## src/rtl/bus_seq_pkg.sv

```systemverilog
package bus_seq_pkg;

  localparam int ST_W = 2;

  typedef enum logic [ST_W-1:0] {
    ST_IDLE   = 2'd0,
    ST_SAMPLE = 2'd1,
    ST_PIPE   = 2'd2
  } bus_st_e;

endpackage

```

## src/rtl/bus_seq_fsm.sv

```systemverilog
module bus_seq_fsm
  import bus_seq_pkg::*;
(
  input  logic    clk,
  input  logic    rst,
  input  logic    strobe,
  input  logic    sel,
  input  logic    ready,
  output bus_st_e state,
  output logic    launch,
  output logic    finish
);

  bus_st_e nxt;
  logic    req;

  assign req = strobe & sel;

  // a cycle opens from idle or on the pipelined overlap
  assign launch = ((state == ST_IDLE) & req) | ((state == ST_SAMPLE) & ready & req);
  assign finish = (state == ST_SAMPLE) & ready;

  always_comb begin
    nxt = state;
    unique case (state)
      ST_IDLE:   if (req) nxt = ST_SAMPLE;
      ST_SAMPLE: if (ready) nxt = req ? ST_PIPE : ST_IDLE;
      ST_PIPE:   nxt = ST_SAMPLE;
      default:   nxt = ST_IDLE;
    endcase
  end

  always_ff @(posedge clk) begin
    if (rst) state <= ST_IDLE;
    else     state <= nxt;
  end

  AST_PIPE_ONE_CLK: assert property (@(posedge clk) disable iff (rst)
    state == ST_PIPE |=> state == ST_SAMPLE);
  AST_WAIT_HOLDS: assert property (@(posedge clk) disable iff (rst)
    (state == ST_SAMPLE && !ready) |=> state == ST_SAMPLE);
  AST_IDLE_OPENS: assert property (@(posedge clk) disable iff (rst)
    (state == ST_IDLE && strobe && sel) |=> state == ST_SAMPLE);

endmodule

```

## src/rtl/bus_seq_dir.sv

```systemverilog
module bus_seq_dir
  import bus_seq_pkg::*;
(
  input  logic    clk,
  input  logic    rst,
  input  logic    load,
  input  logic    wr_in,
  input  bus_st_e state,
  output logic    is_wr
);

  always_ff @(posedge clk) begin
    if (rst)       is_wr <= 1'b0;
    else if (load) is_wr <= wr_in;
  end

  AST_DIR_FIXED: assert property (@(posedge clk) disable iff (rst)
    (state == ST_SAMPLE && $past(state) == ST_SAMPLE) |-> $stable(is_wr));

endmodule

```

## src/rtl/bus_seq_out.sv

```systemverilog
module bus_seq_out
  import bus_seq_pkg::*;
(
  input  logic    clk,
  input  logic    rst,
  input  bus_st_e state,
  input  logic    ready,
  input  logic    is_wr,
  input  logic    finish,
  output logic    latch,
  output logic    drive,
  output logic    done
);

  logic in_sample;

  assign in_sample = (state == ST_SAMPLE);
  assign latch     = ~rst & in_sample & ready & is_wr;
  assign drive     = ~rst & in_sample & ~is_wr;

  always_ff @(posedge clk) begin
    if (rst) done <= 1'b0;
    else     done <= finish;
  end

  AST_DONE_SINGLE: assert property (@(posedge clk) disable iff (rst)
    done |=> !done);
  AST_NO_BUS_CLASH: assert property (@(posedge clk) disable iff (rst)
    !(latch && drive));

endmodule

```

## src/rtl/bus_slave_seq.sv

```systemverilog
module bus_slave_seq
  import bus_seq_pkg::*;
(
  input  logic            clk,
  input  logic            rst,
  input  logic            adr_strobe,
  input  logic            bus_ready,
  input  logic            chip_sel,
  input  logic            wr_nrd,
  output logic            wdata_latch,
  output logic            rdata_oe,
  output logic            cycle_done,
  output logic [ST_W-1:0] bus_state
);

  bus_st_e st;
  logic    launch;
  logic    finish;
  logic    is_wr;

  bus_seq_fsm u_fsm (
    .clk    (clk),
    .rst    (rst),
    .strobe (adr_strobe),
    .sel    (chip_sel),
    .ready  (bus_ready),
    .state  (st),
    .launch (launch),
    .finish (finish)
  );

  bus_seq_dir u_dir (
    .clk   (clk),
    .rst   (rst),
    .load  (launch),
    .wr_in (wr_nrd),
    .state (st),
    .is_wr (is_wr)
  );

  bus_seq_out u_out (
    .clk    (clk),
    .rst    (rst),
    .state  (st),
    .ready  (bus_ready),
    .is_wr  (is_wr),
    .finish (finish),
    .latch  (wdata_latch),
    .drive  (rdata_oe),
    .done   (cycle_done)
  );

  assign bus_state = st;

endmodule

```

## config.mk

```make
export PLATFORM = sky130hd
export DESIGN_NAME = bus_slave_seq
export DESIGN_NICKNAME = d
export VERILOG_FILES = /design/src/rtl/bus_seq_pkg.sv /design/src/rtl/bus_seq_fsm.sv /design/src/rtl/bus_seq_dir.sv /design/src/rtl/bus_seq_out.sv /design/src/rtl/bus_slave_seq.sv
export SDC_FILE = /design/constraint.sdc
export NUM_CORES = 1
export LEC_CHECK = 0
export ABC_AREA = 1
export BUFFER_PORTS_ARGS = -buffer_cell sky130_fd_sc_hd__buf_2
export CAP_MARGIN = 10
export CELL_PAD_IN_SITES_DETAIL_PLACEMENT = 1
export CELL_PAD_IN_SITES_GLOBAL_PLACEMENT = 1
export CORE_AREA = 2 2 39 41
export CTS_CLUSTER_DIAMETER = 80
export DETAILED_ROUTE_END_ITERATION = 16
export DIE_AREA = 0 0 41 43
export GPL_ROUTABILITY_DRIVEN = 0
export GPL_TIMING_DRIVEN = 0
export HOLD_SLACK_MARGIN = 0.15
export PLACE_DENSITY = 0.45
export SETUP_SLACK_MARGIN = 0.02
export SLEW_MARGIN = 0
export SYNTH_ARGS = -nofsm -noshare
export SYNTH_HDL_FRONTEND = slang
export SYNTH_HIERARCHICAL = 1
export SYNTH_SLANG_ARGS = --single-unit
```

## constraint.sdc

```tcl
create_clock -name clk -period 1.1 [get_ports clk]
set_input_delay 0.11 -clock clk [delete_from_list [all_inputs] [get_ports clk]]
set_output_delay 0.11 -clock clk [all_outputs]
set_load 0.005 [all_outputs]
```

### After elaboration in Yosys (flattened, before gate mapping)

Cells that the tools add are included.

* register bits: 4
* word-level logic and storage cells: 24

* bitwise operators: 11
* muxes and demuxes: 4
* equal/unequal tests: 4
* reductions and logical operators: 2

Operators by type and width (number)
* $and 1x1->1: 8
* $mux 2: 3
* $pmux 2 s3: 1
* $eq 2x1->1 const B: 1
* $eq 2x2->1 const B: 1
* $logic_not 2->1: 1
* $ne 2x1->1 const B: 1
* $ne 2x2->1 const B: 1
* $not 1->1: 2
* $reduce_and 2->1: 1
* $or 1x1->1: 1

### Depth between registers and ports, before layout

* depth in word-level cells: 4
* gate-level depth with buffers: 6

### Cells and area by module

Netlist, hierarchy kept.

By module, submodules not included
* bus_seq_fsm: cells each 14, seq. area each 40.0 sq um, area each 105.1 sq um, instances 1
* bus_seq_out: cells each 9, seq. area each 20.0 sq um, area each 56.3 sq um, instances 1
* bus_seq_dir: cells each 7, seq. area each 20.0 sq um, area each 45.0 sq um, instances 1

### Worst setup path after synthesis

Ideal clock, no wire load.

* kind: register -> register
* start point: register u_fsm.state[0]
* end point: register u_dir.is_wr
* setup time: 0.114 ns
* path slack: 0.198 ns
* path buffers: 0
* stages on the path, launching flop included: 6
* period minus slack after synthesis: 0.902 ns
* arrival: 0.788 ns
* path through: dfxtp_1 > inv_1 > o21ai_0 > nor2_1 > nor2_1 > nor2_2

* word-level cells in the longest chain between the ends: 4
* elaborated cells between the ends (all ways): 6
* classes of those cells: eq/ne (1); bitwise (4); reduce/logical (1)

Ends and longest elaborated chain
* start: declaration: line bus_seq_fsm.sv:9 `output bus_st_e state,`
* start signal: assignment: line bus_seq_fsm.sv:35 `else state <= nxt;`
* $eq 2x1->1: line bus_seq_fsm.sv:20 `assign launch = ((state == ST_IDLE) & req) | ((state == ST_SAMPLE) & ready & req);`
* $and 1x1->1 (2 in series): line bus_seq_fsm.sv:20
* $or 1x1->1 *: line bus_seq_fsm.sv:20
* named net launch: line bus_slave_seq.sv:17 `logic launch;`
* end signal: assignment: line bus_seq_dir.sv:14 `else if (load) is_wr <= wr_in;`
* end: declaration: line bus_seq_dir.sv:9 `output logic is_wr`

Mark *: on every way through the listed nets, which the timed path passes. The rest lies on a longest branch.
A chain may end at the register's enable or synchronous reset.

### Final worst setup path

* start point: register u_fsm.state[0]
* end point: output wdata_latch

* word-level cells in the longest chain between the ends: 4

Ends and longest elaborated chain
* $eq 2x1->1: line bus_seq_out.sv:17 `assign in_sample = (state == ST_SAMPLE);`
* $and 1x1->1 (3 in series): line bus_seq_out.sv:18 `assign latch = ~rst & in_sample & ready & is_wr;`
* end: declaration: line bus_slave_seq.sv:10 `output logic wdata_latch,`

No other way between the ends.

==> impl_metrics.tcl <==
set metrics [dict create \
    outcome "completed" \
    syn_inst 30 \
    die_h_microns 43 \
    clockPowerShare_pct 47.0 \
    drt-initial-drc-count 2 \
    yosysWarnings 6 \
    clock_sinks 4 \
    crit_fanout 5 \
    dpl_cell_area_sq_um 276.5 \
    cts_buffer_depth 2 \
    syn_area_per_cell_sq_um 6.882 \
    cts_buffers 3 \
    nNetsFinal 53 \
    yosysMostFrequentCell "inv_1" \
    grt_overflow_total 0 \
    r2r_setup_slack_ps 190 \
    dp_hpwl_microns 422 \
    wl_microns 521 \
    worstHoldEndpoint "u_fsm/state[1]$_SDFFE_PP0P_" \
    routedWlPerCell_microns 8.541 \
    ys_seq_elements 4 \
    diodes 0 \
    ios 11 \
    grt_max_degree 6 \
    syn2layout_area_growth_pct 55.15 \
    drc_errors 0 \
    relSlewSlack_pct 88.76 \
    irDropWorstVdd_v 0.0002330 \
    synthArstFlopShare_pct 0 \
    dr.pass1.iters 2 \
    holdPathStages 3 \
    via_count 231 \
    design_area_sq_um 320.3 \
    cap_violations 0 \
    drv_slew 0 \
    yosys.area.top_type "dfxtp_1" \
    core-area_sq_mm 0.001384 \
    rows 14 \
    cts-root-buf "clkbuf_4" \
    total_power_mw 0.3911 \
    grt.total_usage_pct 7.916 \
    intPower_mw 0.2990 \
    slowest_delay_ps 370 \
    final_layout_size_suffix_gt1_share_pct 42.22 \
    cp_cell_sequence "nand3_2 > nor2_1 > buf_2" \
    port_buffers 10 \
    grt_pass1_wl_microns 841 \
    power_frac_comb_pct 12.7 \
    seqPwrFrac_pct 40.3 \
    cts_tree "built" \
    htreeDepth 1 \
    tns_ps 0 \
    synth_cell_types 12 \
    die_area_sq_mm 0.001763 \
    required_ps 990 \
    worstSkewPairLatency_ps 240 \
    ys_top_cells_by_area "dfxtp_1 39%, inv_1 15%, nand2_1 9.1%" \
    seq_area_frac_synth_pct 38.79 \
    hp-class "input pin to flop" \
    synth_area_sq_um 206.4 \
    p_per_area_mw_per_mm2 1221 \
    finClkSkew_ps 3.895 \
    grt_pass1_vias 202 \
    layout.filler_cells 179 \
    hold_start "adr_strobe" \
    synth_top_area_share_pct 38.79 \
    multiInputGateArea_sq_um 96.34 \
    period_share_pct 90.10 \
    reg2reg_from "u_fsm/state[0]$_SDFFE_PP0P_" \
    reg2reg_to "u_dir/is_wr$_SDFFE_PP0P_" \
    worstSetupPathType "flop to primary output" \
    tightest_slew_ps 168.1 \
    cp.arrival_ps 880 \
    synthTopCellsByCount "8 x inv_1, 5 x nand2_1, 5 x nor2_1" \
    critPathLaunchType "flop" \
    post-cts-setup-buffers 0 \
    fin_util_pct 23.15 \
    setup_viol 0 \
    rsz0062_at_grt "no" \
    final_antenna_net_count 0 \
    antenna_found_initial 0 \
    regArea_sq_um 81.33 \
    synth_flop_cell "dfxtp_1" \
    synth-edff-count 0 \
    p_sw_share_pct 23.56 \
    crit_slowest_cell "dfxtp_2" \
    dieWidth_microns 41 \
    avgViaCountPerCell 3.787 \
    reg2regPathDepth 5 \
    end_kind "primary output" \
    synth_nets 36 \
    initial_utilization_pct 14.92 \
    p_switching_mw 0.09215 \
    finalHoldViolCount 0 \
    fin_crit_ps 991.1 \
    leakagePower_nw 0.1662 \
    clkTransAtPathRegs_ps 40 \
    fmaxAchievable_mhz 1009 \
]
[metal layers]
metal | global-route usage (%) | share of wire [%]
met5 | 0 | 0
met4 | 12.00 | 0
met3 | 1.571 | 7.1
met2 | 9.063 | 51
met1 | 9.265 | 41
[power groups by stage]
stage / Sequential, mW / Clock (mW) / Combinational (mW)
final: 0.158 / 0.184 / 0.0496
after global routing: 0.159 / 0.212 / 0.0565
after CTS: 0.157 / 0.196 / 0.0510
after detailed placement: 0.160 / 0 / 0.0453
after global placement: 0.159 / 0 / 0.0441
after floorplan: 0.159 / 0 / 0.0234
[state kept, by name (all words and copies together) (netlist names)]
register and flops:
u_dir/is_wr 1, u_fsm/state 2, u_out/done 1
[logic make-up after synthesis]
group	count (synthesis)	synth area share, %
DFF	4	38.79
and+or+nand+nor	16	40.01
AOI/OAI and AO/OA	2	6.665
buffers and inverters	8	14.55
[repair_timing]
action	4_1_cts	5_1_grt
endpoints found under the setup margin	0	2
endpoints found under the hold margin	3	0
hold buffers	2	0
gates resized for setup	0	1
[critical path, delay by kind of cell (launching register included)]
| kind | cells | cell delay, ps |
|---|---|---|
| flops | 1 | 370 |
| simple gates | 2 | 170 |
| buf+inv | 1 | 110 |
[placed cells by master (no fill, tap or decap)]
| master | Yosys | final |
|---|---|---|
| dlygate4sd3_1 | 0 | 2 |
| nor2_2 | 1 | 1 |
| a21oi_2 | 1 | 1 |
| nand3b_1 | 1 | 1 |
| nor2_1 | 5 | 5 |
| dfxtp_1 | 4 | 3 |
| buf_2 | 0 | 10 |
| dfxtp_2 | 0 | 1 |
| clkbuf_4 | 0 | 3 |
| inv_1 | 8 | 8 |
| nand3_1 | 1 | 1 |
| nand3_2 | 1 | 1 |
| nor3_2 | 1 | 1 |
| o21ai_0 | 1 | 1 |
| nand2_2 | 1 | 1 |
| nand2_1 | 5 | 5 |
[per-stage QoR]
| step | hold slack [ps] | worst slack (ps) | cells |
|---|---|---|---|
| after floorplan | 172.4 | 198.3 | 30 |
| after global placement | 351.9 | 140.2 | 56 |
| after detailed placement | 354.1 | 113.8 | 56 |
| after CTS | 151.9 | 20.28 | 61 |
| after global routing | 165.6 | 20.17 | 61 |
| final | 155.9 | 108.9 | 61 |
[layout make-up]
type                       count  share of cell area, %
multi-input combinational     18                  30.08
sequential                     4                  25.39
timing repair buffer          12                  21.88
inverter                       8                  9.375
clock buffer                   3                  7.031
tap                           16                  6.250
[how the worst max path moves through the flow]
stage | startpoint | endpoint | slack [ps] | cells past startpoint
global placement | u_fsm/state[0]$_SDFFE_PP0P_ | u_dir/is_wr$_SDFFE_PP0P_ | 140 | 5
floorplan | u_fsm/state[0]$_SDFFE_PP0P_ | u_dir/is_wr$_SDFFE_PP0P_ | 200 | 5
global route | u_fsm/state[1]$_SDFFE_PP0P_ | wdata_latch | 20 | 4
detailed placement | u_fsm/state[0]$_SDFFE_PP0P_ | u_dir/is_wr$_SDFFE_PP0P_ | 110 | 5
CTS | u_fsm/state[0]$_SDFFE_PP0P_ | wdata_latch | 20 | 3
finish | u_fsm/state[0]$_SDFFE_PP0P_ | wdata_latch | 110 | 3
No activity file was read; power rests on OpenSTA's default activity.
